==> config.mk <==
export PLATFORM = sky130hd
export DESIGN_NAME = exec_core
export DESIGN_NICKNAME = d
export VERILOG_FILES = /design/src/rtl/exec_pkg.sv /design/src/rtl/exec_alu.sv /design/src/rtl/exec_regs.sv /design/src/rtl/exec_sreg.sv /design/src/rtl/exec_core.sv
export SDC_FILE = /design/constraint.sdc
export NUM_CORES = 1
export LEC_CHECK = 0
export ABC_AREA = 1
export BUFFER_PORTS_ARGS = -buffer_cell sky130_fd_sc_hd__buf_2
export CAP_MARGIN = 10
export CORE_ASPECT_RATIO = 1.2
export CORE_MARGIN = 5
export CORE_UTILIZATION = 44
export CTS_BUF_LIST = sky130_fd_sc_hd__clkbuf_16
export CTS_CLUSTER_SIZE = 40
export DETAILED_ROUTE_END_ITERATION = 16
export GPL_ROUTABILITY_DRIVEN = 0
export PLACE_DENSITY = 0.64
export SETUP_SLACK_MARGIN = 0.1
export SYNTH_ARGS = -nofsm -noshare
export SYNTH_HDL_FRONTEND = slang
export SYNTH_SLANG_ARGS = --single-unit
==> constraint.sdc <==
create_clock -name clk -period 5.2 [get_ports clk]
set_clock_uncertainty 0.15 [all_clocks]
set_input_delay 0.26 -clock clk [delete_from_list [all_inputs] [get_ports clk]]
set_output_delay 0.26 -clock clk [all_outputs]
set_load 0.05 [all_outputs]
==> src/rtl/exec_pkg.sv <==
package exec_pkg;

    typedef enum logic [3:0] {
        FN_NONE = 4'd0,
        FN_ADD  = 4'd1,
        FN_ADC  = 4'd2,
        FN_SUB  = 4'd3,
        FN_SBC  = 4'd4,
        FN_AND  = 4'd5,
        FN_OR   = 4'd6,
        FN_XOR  = 4'd7,
        FN_CMP  = 4'd8,
        FN_BST  = 4'd9,
        FN_BLD  = 4'd10,
        FN_SEI  = 4'd11,
        FN_CLI  = 4'd12,
        FN_LDC  = 4'd13,
        FN_R14  = 4'd14,
        FN_R15  = 4'd15
    } fn_e;

    localparam int FL_C = 0;
    localparam int FL_Z = 1;
    localparam int FL_N = 2;
    localparam int FL_V = 3;
    localparam int FL_S = 4;
    localparam int FL_H = 5;
    localparam int FL_T = 6;
    localparam int FL_I = 7;

    typedef struct packed {
        logic c;
        logic h;
        logic v;
    } alu_cf_t;

endpackage

==> src/rtl/exec_alu.sv <==
module exec_alu
    import exec_pkg::*;
#(
    parameter int DW = 8
) (
    input  fn_e           fn,
    input  logic [DW-1:0] a,
    input  logic [DW-1:0] b,
    input  logic          cin,
    output logic [DW-1:0] res,
    output alu_cf_t       cf,
    output logic          is_arith,
    output logic          is_logic
);

    localparam int HB = 4;

    logic          cin_eff;
    logic [DW:0]   sum_w;
    logic [DW:0]   dif_w;
    logic [HB:0]   nsum_w;
    logic [HB:0]   ndif_w;

    always_comb begin
        cin_eff = ((fn == FN_ADC) || (fn == FN_SBC)) ? cin : 1'b0;
        sum_w   = {1'b0, a} + {1'b0, b} + {{DW{1'b0}}, cin_eff};
        dif_w   = {1'b0, a} - {1'b0, b} - {{DW{1'b0}}, cin_eff};
        nsum_w  = {1'b0, a[HB-1:0]} + {1'b0, b[HB-1:0]} + {{HB{1'b0}}, cin_eff};
        ndif_w  = {1'b0, a[HB-1:0]} - {1'b0, b[HB-1:0]} - {{HB{1'b0}}, cin_eff};
    end

    always_comb begin
        res      = '0;
        cf       = '0;
        is_arith = 1'b0;
        is_logic = 1'b0;
        unique case (fn)
            FN_ADD, FN_ADC: begin
                res      = sum_w[DW-1:0];
                cf.c     = sum_w[DW];
                cf.h     = nsum_w[HB];
                cf.v     = (a[DW-1] == b[DW-1]) && (sum_w[DW-1] != a[DW-1]);
                is_arith = 1'b1;
            end
            FN_SUB, FN_SBC, FN_CMP: begin
                res      = dif_w[DW-1:0];
                cf.c     = dif_w[DW];
                cf.h     = ndif_w[HB];
                cf.v     = (a[DW-1] != b[DW-1]) && (dif_w[DW-1] != a[DW-1]);
                is_arith = 1'b1;
            end
            FN_AND: begin
                res      = a & b;
                is_logic = 1'b1;
            end
            FN_OR: begin
                res      = a | b;
                is_logic = 1'b1;
            end
            FN_XOR: begin
                res      = a ^ b;
                is_logic = 1'b1;
            end
            default: begin
                res = '0;
            end
        endcase
    end

endmodule

==> src/rtl/exec_regs.sv <==
module exec_regs #(
    parameter int DW   = 8,
    parameter int NREG = 32,
    localparam int AW  = $clog2(NREG)
) (
    input  logic          clk,
    input  logic          rst_n,
    input  logic          we,
    input  logic [AW-1:0] waddr,
    input  logic [DW-1:0] wdata,
    input  logic [AW-1:0] raddr_a,
    input  logic [AW-1:0] raddr_b,
    output logic [DW-1:0] rdata_a,
    output logic [DW-1:0] rdata_b
);

    logic [DW-1:0] bank [NREG];

    for (genvar gi = 0; gi < NREG; gi++) begin : g_reg
        always_ff @(posedge clk or negedge rst_n) begin
            if (!rst_n) begin
                bank[gi] <= '0;
            end else if (we && (waddr == AW'(gi))) begin
                bank[gi] <= wdata;
            end
        end
    end

    assign rdata_a = bank[raddr_a];
    assign rdata_b = bank[raddr_b];

endmodule

==> src/rtl/exec_sreg.sv <==
module exec_sreg #(
    parameter int FW = 8
) (
    input  logic          clk,
    input  logic          rst_n,
    input  logic          wr_en,
    input  logic [FW-1:0] wr_data,
    input  logic [FW-1:0] upd_mask,
    input  logic [FW-1:0] upd_val,
    output logic [FW-1:0] q
);

    always_ff @(posedge clk or negedge rst_n) begin
        if (!rst_n) begin
            q <= '0;
        end else if (wr_en) begin
            q <= wr_data;
        end else begin
            q <= (q & ~upd_mask) | (upd_val & upd_mask);
        end
    end


    sr_write_wins_chk: assert property (@(posedge clk) disable iff (!rst_n)
        wr_en |=> (q == $past(wr_data)));


    sr_hold_chk: assert property (@(posedge clk) disable iff (!rst_n)
        (!wr_en && (upd_mask == '0)) |=> $stable(q));

endmodule

==> src/rtl/exec_core.sv <==
module exec_core
    import exec_pkg::*;
#(
    parameter int DW   = 8,
    parameter int NREG = 32,
    localparam int AW  = $clog2(NREG),
    localparam int BW  = $clog2(DW)
) (
    input  logic          clk,
    input  logic          rst_n,
    input  logic          op_valid,
    input  logic [3:0]    op_func,
    input  logic [AW-1:0] lsel,
    input  logic [AW-1:0] rsel,
    input  logic [BW-1:0] bit_sel,
    input  logic [DW-1:0] imm,
    input  logic          sr_we,
    input  logic [7:0]    sr_wdata,
    output logic [DW-1:0] lval,
    output logic [DW-1:0] rval,
    output logic [7:0]    sr_q
);

    fn_e           fn;
    logic [DW-1:0] alu_res;
    alu_cf_t       alu_cf;
    logic          alu_arith;
    logic          alu_logic;
    logic          rf_we;
    logic [DW-1:0] rf_wdata;
    logic [7:0]    f_mask;
    logic [7:0]    f_val;
    logic          res_zero;
    logic          res_neg;

    assign fn = op_valid ? fn_e'(op_func) : FN_NONE;

    exec_regs #(.DW(DW), .NREG(NREG)) u_regs (
        .clk     (clk),
        .rst_n   (rst_n),
        .we      (rf_we),
        .waddr   (lsel),
        .wdata   (rf_wdata),
        .raddr_a (lsel),
        .raddr_b (rsel),
        .rdata_a (lval),
        .rdata_b (rval)
    );

    exec_alu #(.DW(DW)) u_alu (
        .fn       (fn),
        .a        (lval),
        .b        (rval),
        .cin      (sr_q[FL_C]),
        .res      (alu_res),
        .cf       (alu_cf),
        .is_arith (alu_arith),
        .is_logic (alu_logic)
    );

    assign res_zero = (alu_res == '0);
    assign res_neg  = alu_res[DW-1];

    // register write path
    always_comb begin
        rf_we    = 1'b0;
        rf_wdata = alu_res;
        unique case (fn)
            FN_ADD, FN_ADC, FN_SUB, FN_SBC, FN_AND, FN_OR, FN_XOR: begin
                rf_we    = 1'b1;
                rf_wdata = alu_res;
            end
            FN_LDC: begin
                rf_we    = 1'b1;
                rf_wdata = imm;
            end
            FN_BLD: begin
                rf_we             = 1'b1;
                rf_wdata          = lval;
                rf_wdata[bit_sel] = sr_q[FL_T];
            end
            default: begin
                rf_we = 1'b0;
            end
        endcase
    end

    // flag update path
    always_comb begin
        f_mask = '0;
        f_val  = '0;
        if (alu_arith) begin
            f_mask       = 8'b0011_1111;
            f_val[FL_C]  = alu_cf.c;
            f_val[FL_H]  = alu_cf.h;
            f_val[FL_V]  = alu_cf.v;
            f_val[FL_N]  = res_neg;
            f_val[FL_Z]  = res_zero;
            f_val[FL_S]  = res_neg ^ alu_cf.v;
        end else if (alu_logic) begin
            f_mask       = 8'b0001_1110;
            f_val[FL_V]  = 1'b0;
            f_val[FL_N]  = res_neg;
            f_val[FL_Z]  = res_zero;
            f_val[FL_S]  = res_neg;
        end else begin
            unique case (fn)
                FN_BST: begin
                    f_mask[FL_T] = 1'b1;
                    f_val[FL_T]  = lval[bit_sel];
                end
                FN_SEI: begin
                    f_mask[FL_I] = 1'b1;
                    f_val[FL_I]  = 1'b1;
                end
                FN_CLI: begin
                    f_mask[FL_I] = 1'b1;
                    f_val[FL_I]  = 1'b0;
                end
                default: begin
                    f_mask = '0;
                end
            endcase
        end
    end

    exec_sreg #(.FW(8)) u_sreg (
        .clk      (clk),
        .rst_n    (rst_n),
        .wr_en    (sr_we),
        .wr_data  (sr_wdata),
        .upd_mask (f_mask),
        .upd_val  (f_val),
        .q        (sr_q)
    );


    zero_flag_chk: assert property (@(posedge clk) disable iff (!rst_n)
        ((alu_arith || alu_logic) && !sr_we) |=> (sr_q[FL_Z] == ($past(alu_res) == '0)));


    neg_flag_chk: assert property (@(posedge clk) disable iff (!rst_n)
        ((alu_arith || alu_logic) && !sr_we) |=> (sr_q[FL_N] == $past(alu_res[DW-1])));


    sign_flag_chk: assert property (@(posedge clk) disable iff (!rst_n)
        ((alu_arith || alu_logic) && !sr_we) |=> (sr_q[FL_S] == (sr_q[FL_N] ^ sr_q[FL_V])));


    logic_v_clear_chk: assert property (@(posedge clk) disable iff (!rst_n)
        (alu_logic && !sr_we) |=> (sr_q[FL_V] == 1'b0 && sr_q[FL_C] == $past(sr_q[FL_C])));


    int_enable_chk: assert property (@(posedge clk) disable iff (!rst_n)
        (fn == FN_SEI && !sr_we) |=> (sr_q == ($past(sr_q) | 8'h80)));


    int_disable_chk: assert property (@(posedge clk) disable iff (!rst_n)
        (fn == FN_CLI && !sr_we) |=> (sr_q == ($past(sr_q) & 8'h7F)));


    bit_store_chk: assert property (@(posedge clk) disable iff (!rst_n)
        (fn == FN_BST && !sr_we) |=> (sr_q[FL_T] == $past(lval[bit_sel])));


    fn_onehot_chk: assert property (@(posedge clk) disable iff (!rst_n)
        $onehot0({alu_arith, alu_logic}));

endmodule

# Yosys cells after proc, flatten, opt, wreduce, memory -nomap -nowiden
# Index checks and enable logic that the tools add are counted.
# word_totals
register_bits,264
output_inout_bits,24
word_cells,179
# classes
add_sub_neg,8
n_lt_le_gt_ge,4
eq_ne,48
muxes,32
bitwise_logic,10
reduce_logical,44
# op_table
cell,count
$bmux W8 S5,2
$eq A5 B5 Y1 const B,16
$mux W8,7
$eq A5 B4 Y1 const B,8
$pmux W8 S5,1
$logic_and A1 B1 Y1,35
$and A8 B8 Y8,3
$eq A4 B4 Y1 const B,6
$eq A5 B3 Y1 const B,4
$eq A4 B3 Y1 const B,4
$or A8 B8 Y8,2
$pmux W8 S2,1
$ge A6 B6 Y1 const B,2
$mux W1,12
$mux W4,3
$not A5 Y6,2
$eq A5 B2 Y1 const B,2
$add A8 B8 Y9,1
$add A9 B1 Y9,1
$reduce_or A9 Y1,1
$sub A8 B8 Y9,1
$sub A9 B1 Y9,1
$bwmux W8,1
$eq A4 B2 Y1 const B,2
23 further kinds,28

# Logic depth before layout (Yosys ltp)
# logic_depth
word_depth,14
mapped_depth,31
mapped_depth_nobuf,28

# Cells and area by module
# Synthesis repeated with hierarchy kept, for this count alone.
# unflattened
hier_cells,2538
hier_area_um2,16933.7
# modules_own_cells
mod,n_inst,cells_each,area_each_um2,seq_area_each_um2
exec_regs,1,2115,14497.7,6406.1
exec_alu,1,243,1402.6,0.0
exec_core,1,129,598.1,0.0
exec_sreg,1,51,435.4,200.2

# Worst setup path after synthesis
# OpenSTA, ideal clock, no wires.
# synth_timing
path_kind,input-to-reg
from,input port rsel[0]
to,register u_regs.bank[102] (netlist name)
arrival_time_ns,5.315
required_ns,4.913
slack_ns,-0.402
cell_stages,27
path_buffers,4
cell_sequence,inv_1 -> clkbuf_1 -> clkbuf_1 -> clkbuf_1 -> a21oi_1 -> o21ai_0 -> nand3_1 -> nand2_1 -> inv_1 -> o21ai_0 -> inv_1 -> fa_1 -> inv_1 -> fa_1 -> nand2_1 -> a21oi_2 -> nor2_1 -> or2_1 -> a21oi_1 -> nand2_1 -> nand2_1 -> nand3_1 -> a21oi_2 -> nand2_2 -> buf_4 -> nand2_1 -> o21ai_0
# synth_via
elab_chain_len,8
elab_cells_between_ends,13
cone_classes,4 x add/sub; 5 x mux; 4 x bitwise
# synth_lines
element,line,text
from (decl),exec_core.sv:14,"input logic [AW-1:0] rsel,"
$not A5 Y6 (not written as such) (*),exec_regs.sv:30,assign rdata_b = bank[raddr_b];
$bmux W8 S5 (*),exec_regs.sv:30,
$mux W8 (not written as such) (*) (2 in a row),exec_regs.sv:30,
via rval[0],exec_core.sv:20,"output logic [DW-1:0] rval,"
$sub A8 B8 Y9 or $add A8 B8 Y9 (tied branches),"exec_alu.sv:27, exec_alu.sv:26",
$sub A9 B1 Y9 or $add A9 B1 Y9 (tied branches),"exec_alu.sv:27, exec_alu.sv:26",
$pmux W8 S5 (*),exec_alu.sv:37,unique case (fn)
$pmux W8 S2 (*),exec_core.sv:68,unique case (fn)
"to (signal, indexed assignment)",exec_regs.sv:24,bank[gi] <= wdata;
to (decl),exec_regs.sv:17,logic [DW-1:0] bank [NREG];
# The timed path passes the listed nets; every way through them passes the cells marked *. The select of a mux whose other input is x is not followed.
# A chain may end at the register's enable or synchronous reset.

# Worst setup path after layout
# layout_timing
from,input port lsel[0]
to,register u_regs.bank[161] (netlist name)
# layout_via
elab_chain_len,8
elab_cells_between_ends,16
cone_classes,4 x add/sub; 1 x eq/ne; 6 x mux; 4 x bitwise; 1 x reduce/logical
# layout_lines
element,line,text
from (decl),exec_core.sv:13,"input logic [AW-1:0] lsel,"
$not A5 Y6 (not written as such),exec_regs.sv:29,assign rdata_a = bank[raddr_a];
$bmux W8 S5,exec_regs.sv:29,
$mux W8 (not written as such) (2 in a row),exec_regs.sv:29,
$sub A8 B8 Y9 or $add A8 B8 Y9 (tied branches),"exec_alu.sv:27, exec_alu.sv:26",
$sub A9 B1 Y9 or $add A9 B1 Y9 (tied branches),"exec_alu.sv:27, exec_alu.sv:26",
$pmux W8 S5,exec_alu.sv:37,
$pmux W8 S2,exec_core.sv:68,
# Parallel ways exist; a longest one is shown, timed or not. The select of a mux whose other input is x is not followed.

==> summary.txt <==
Status
  – Status: complete, no violations

Final layout
  – Antenna Cells: 0
  – Multi-input gate area: ~7800 um^2
  – Regs by FF count: u_regs.bank x256
  – Number of flip-flops in the largest register: approximately 260
  – Post-Route Utilization: 49.7%
  – Nets: approximately 2.4k
  – Top reg by flops: u_regs.bank
  – Final Cell Area: between 15000 and 20000 um^2
  – Area grow syn2layout: 12.2%
  – Sequential Area: 6610 um^2
  – Fillers: 3556
  – Share of cells above drive strength 1: a little under an eighth

Global routing
  – Number of global-route vias before repair: ~15k
  – Initial antenna violation count: 2
  – Congestion Overflow GR: 0
  – Largest net degree at the start of global routing: approximately 110
  – Total track usage: 27.8%
  – First-pass GRT wire length: ~88 mm

Pwr
  – Worst IR drop on VDD: approximately 0.00026 V
  – Tot Pwr: roughly 7200 uW
  – LEAKAGE: around 0.0084 uW
  – P per Cell Area: ~400 nW/um^2

Floorplan
  – Num ports: 61
  – Core Box Area: 36700 um^2
  – Starting density of the core: between 40% and 50%
  – Die span in y: roughly 220 um
  – Die area: between 40000 and 50000 um^2
  – # rows: 77
  – Die Wd: between 150 and 200 um

Logic synthesis
  – Post-synthesis cell area: approximately 16000 um^2
  – Gate Count Post-Synth: 2234
  – #FFs+latches synth: about 260
  – Yosys warning total: 0
  – Syn Area/Cell: just over 7 um^2
  – Dominant cells by area after synthesis: dfrtp_1, o21ai_0, nand2_1, inv_1, a21oi_1
  – Leading area contributor after synthesis: dfrtp_1
  – Post-synth top area share: 40.6%
  – Post-synthesis async set-or-reset flop share: 100%
  – Top_reg_cell synth: dfrtp_1
  – Synth Net Count: 2303
  – Netlist cell types: 49
  – EDFF count, synth: 0
  – Post-synthesis sequential area ratio: 40.6%

Clock tree
  – CTS Sinks: approximately 260
  – Clock latency on the worst-skew pair: between 0.5 and 0.6 ns
  – Clock Path Buffers: 3
  – CTS Buf Count: 28
  – Worst-path clk slew: 0.06 ns
  – Root Buffer: clkbuf_16
  – # resized after CTS: 0
  – H-Tree Depth: 1
  – CTS tree: built

STA
  – Slew Limit Fails: 0
  – RSZ-0062 raised after global routing: no
  – Slew @ Worst Pin: ~1.2 ns
  – Min cycle time layout: 4.55 ns
  – Fin crit share: just under 90%
  – Final Setup Violations: 0
  – Slew headroom: ~18%
  – Fmax: 220 MHz
  – Final Hold Fails: 0
  – Post-Route Setup TNS: 0 ns
  – Setup WS post-layout: 0.645 ns

Worst hold path
  – Hold Crit Start: sr_we
  – Hold/Removal Path Class: primary input to flip-flop
  – Hold depth: 4

Placed design
  – HPWL reported at the end of detailed placement: roughly 40 mm
  – DP Worst Slack: 0.149 ns
  – DP Area: 17200 um^2
  – Port Buffers: 60

Setup path
  – R2R setup slack: just under 0.7 ns
  – Worst Path Arrival: around 4.9 ns
  – WP data required: around 5.5 ns
  – Nature of the critical path startpoint: primary input
  – Kind of critical path: primary input to flip-flop
  – RR Endpoint: u_regs.bank[161]
  – Critical Path Sink Type: flip-flop
  – Crit path max fanout: 23
  – Reg2Reg Launch Point: u_regs.bank[96]
  – FF-to-FF path depth: 16

Flow run
  – Max cap viols: 0

Detailed routing
  – Final wirelength: 58.1 mm
  – Antenna viol nets, final: 0
  – Routed wire per std cell: 20.9 um
  – DR vias/cell: between 5 and 6
  – Vias: ~16k
  – DR iter-0 viols: roughly 1.6k
  – Drt pass-1 iters: 6
  – Drc violations: 0
placed cells by master, fill, tap and decap left out, types with 8 or more instances in the layout:
cell type,synthesis,routed
nand2_1,429,429
o21ai_0,381,376
inv_1,294,295
dfrtp_1,264,264
a21oi_1,173,173
nor2_1,133,133
o22ai_1,107,107
o21ai_1,77,82
buf_4,12,67
buf_2,53,59
nand3_1,47,47
clkbuf_16,0,29
ha_1,28,28
dlygate4sd3_1,0,18
nand2_2,16,16
nand4_1,14,14
o21ai_2,14,14
nor3_1,14,13
inv_2,11,12
buf_12,0,12
a221oi_1,11,11
clkinv_1,1,11
nor3_2,9,10
a31oi_1,9,9
o211ai_1,8,8
layout make-up:
type	instances	area share, %
Clock buffer	29	3.98
Clock inverter	20	0.885
Inverter	307	6.34
Multi-Input combinational cell	1522	42.5
Sequential cell	264	36.2
Tap cell	474	3.25
Timing Repair Buffer	158	6.82
worst max path at each step:
stage          slack (ns)  depth (start not counted)               end     from
6_report             0.65                         19  u_regs.bank[161]  lsel[0]
5_1_grt              0.29                         30    u_regs.bank[6]  lsel[0]
4_1_cts              0.73                         30  u_regs.bank[198]  lsel[0]
3_5_place_dp         0.15                         30  u_regs.bank[230]  lsel[0]
3_3_place_gp         0.24                         30  u_regs.bank[142]  lsel[0]
2_1_floorplan        0.13                         27  u_regs.bank[102]  rsel[0]
cells by family (layout without fill, tap and decap cells):
| kind of cell | count (synthesis) | count (layout) | share of synthesized area, % |
|---|---|---|---|
| compound gates | 797 | 797 | 26.6 |
| xor+xnor | 2 | 2 | 0.108 |
| fa+ha+maj | 32 | 32 | 2.65 |
| buf+inv | 448 | 514 | 11.7 |
| flops | 264 | 264 | 40.6 |
| mux | 2 | 2 | 0.139 |
| simple gates | 689 | 689 | 18.2 |
repair_timing:
| action | CTS | global route |
|---|---|---|
| setup buffers | 0 | 0 |
| hold buffers | 18 | 0 |
| endpoints found under the hold margin | 110 | 0 |
layer usage:
| layer | vias to the layer above | part of all wire [%] | GRT usage (%) |
|---|---|---|---|
| met3 | 183 | 8.1 | 4.13 |
| met1 | 7553 | 40 | 35.6 |
| met2 | 824 | 46 | 45.3 |
| met5 | - | 0.052 | 0 |
| li1 | 7528 | - | - |
| met4 | 4 | 6.1 | 15.3 |
worst max-delay path, cell delays in order:
cell	delay [ns]
buf_2	0.34
inv_4	0.17
nand2_2	0.19
buf_12	0.22
o22ai_1	0.10
a221oi_1	0.29
o21ai_0	0.14
inv_1	0.12
nand4_1	0.10
nand2_1	0.19
inv_1	0.18
fa_1	0.48
inv_1	0.09
fa_1	0.16
or2_2	0.10
o211ai_1	0.11
nor3_2	0.99
inv_1	0.25
mux2_2	0.34
where the power goes:
part | internal, uW | switching (uW) | leakage [uW] | total, uW
clock network | 1140 | 864 | 0.000443 | 2010
logic | 749 | 1520 | 0.00496 | 2270
registers | 2620 | 273 | 0.00304 | 2890
through the flow:
stage	hold WS, ns	cells
2_1_floorplan	-0.186	2234
3_3_place_gp	0.207	2705
3_5_place_dp	0.209	2705
4_1_cts	0.00291	2772
5_1_grt	0.0497	2774
6_report	0.0193	2774
Yosys cell counts (9+ instances only):
library cell,count
dfrtp_1,264
a221oi_1,11
o22ai_1,107
nand3_1,47
nand2_2,16
a31oi_1,9
nor3_1,14
buf_2,53
clkbuf_1,58
nor3_2,9
inv_1,294
o21ai_1,77
nand2_1,429
ha_1,28
o21ai_0,381
buf_4,12
buf_6,14
o21ai_2,14
nand4_1,14
nor2_1,133
inv_2,11
a21oi_1,173
Note: power is estimated with default switching activity, not from simulation.
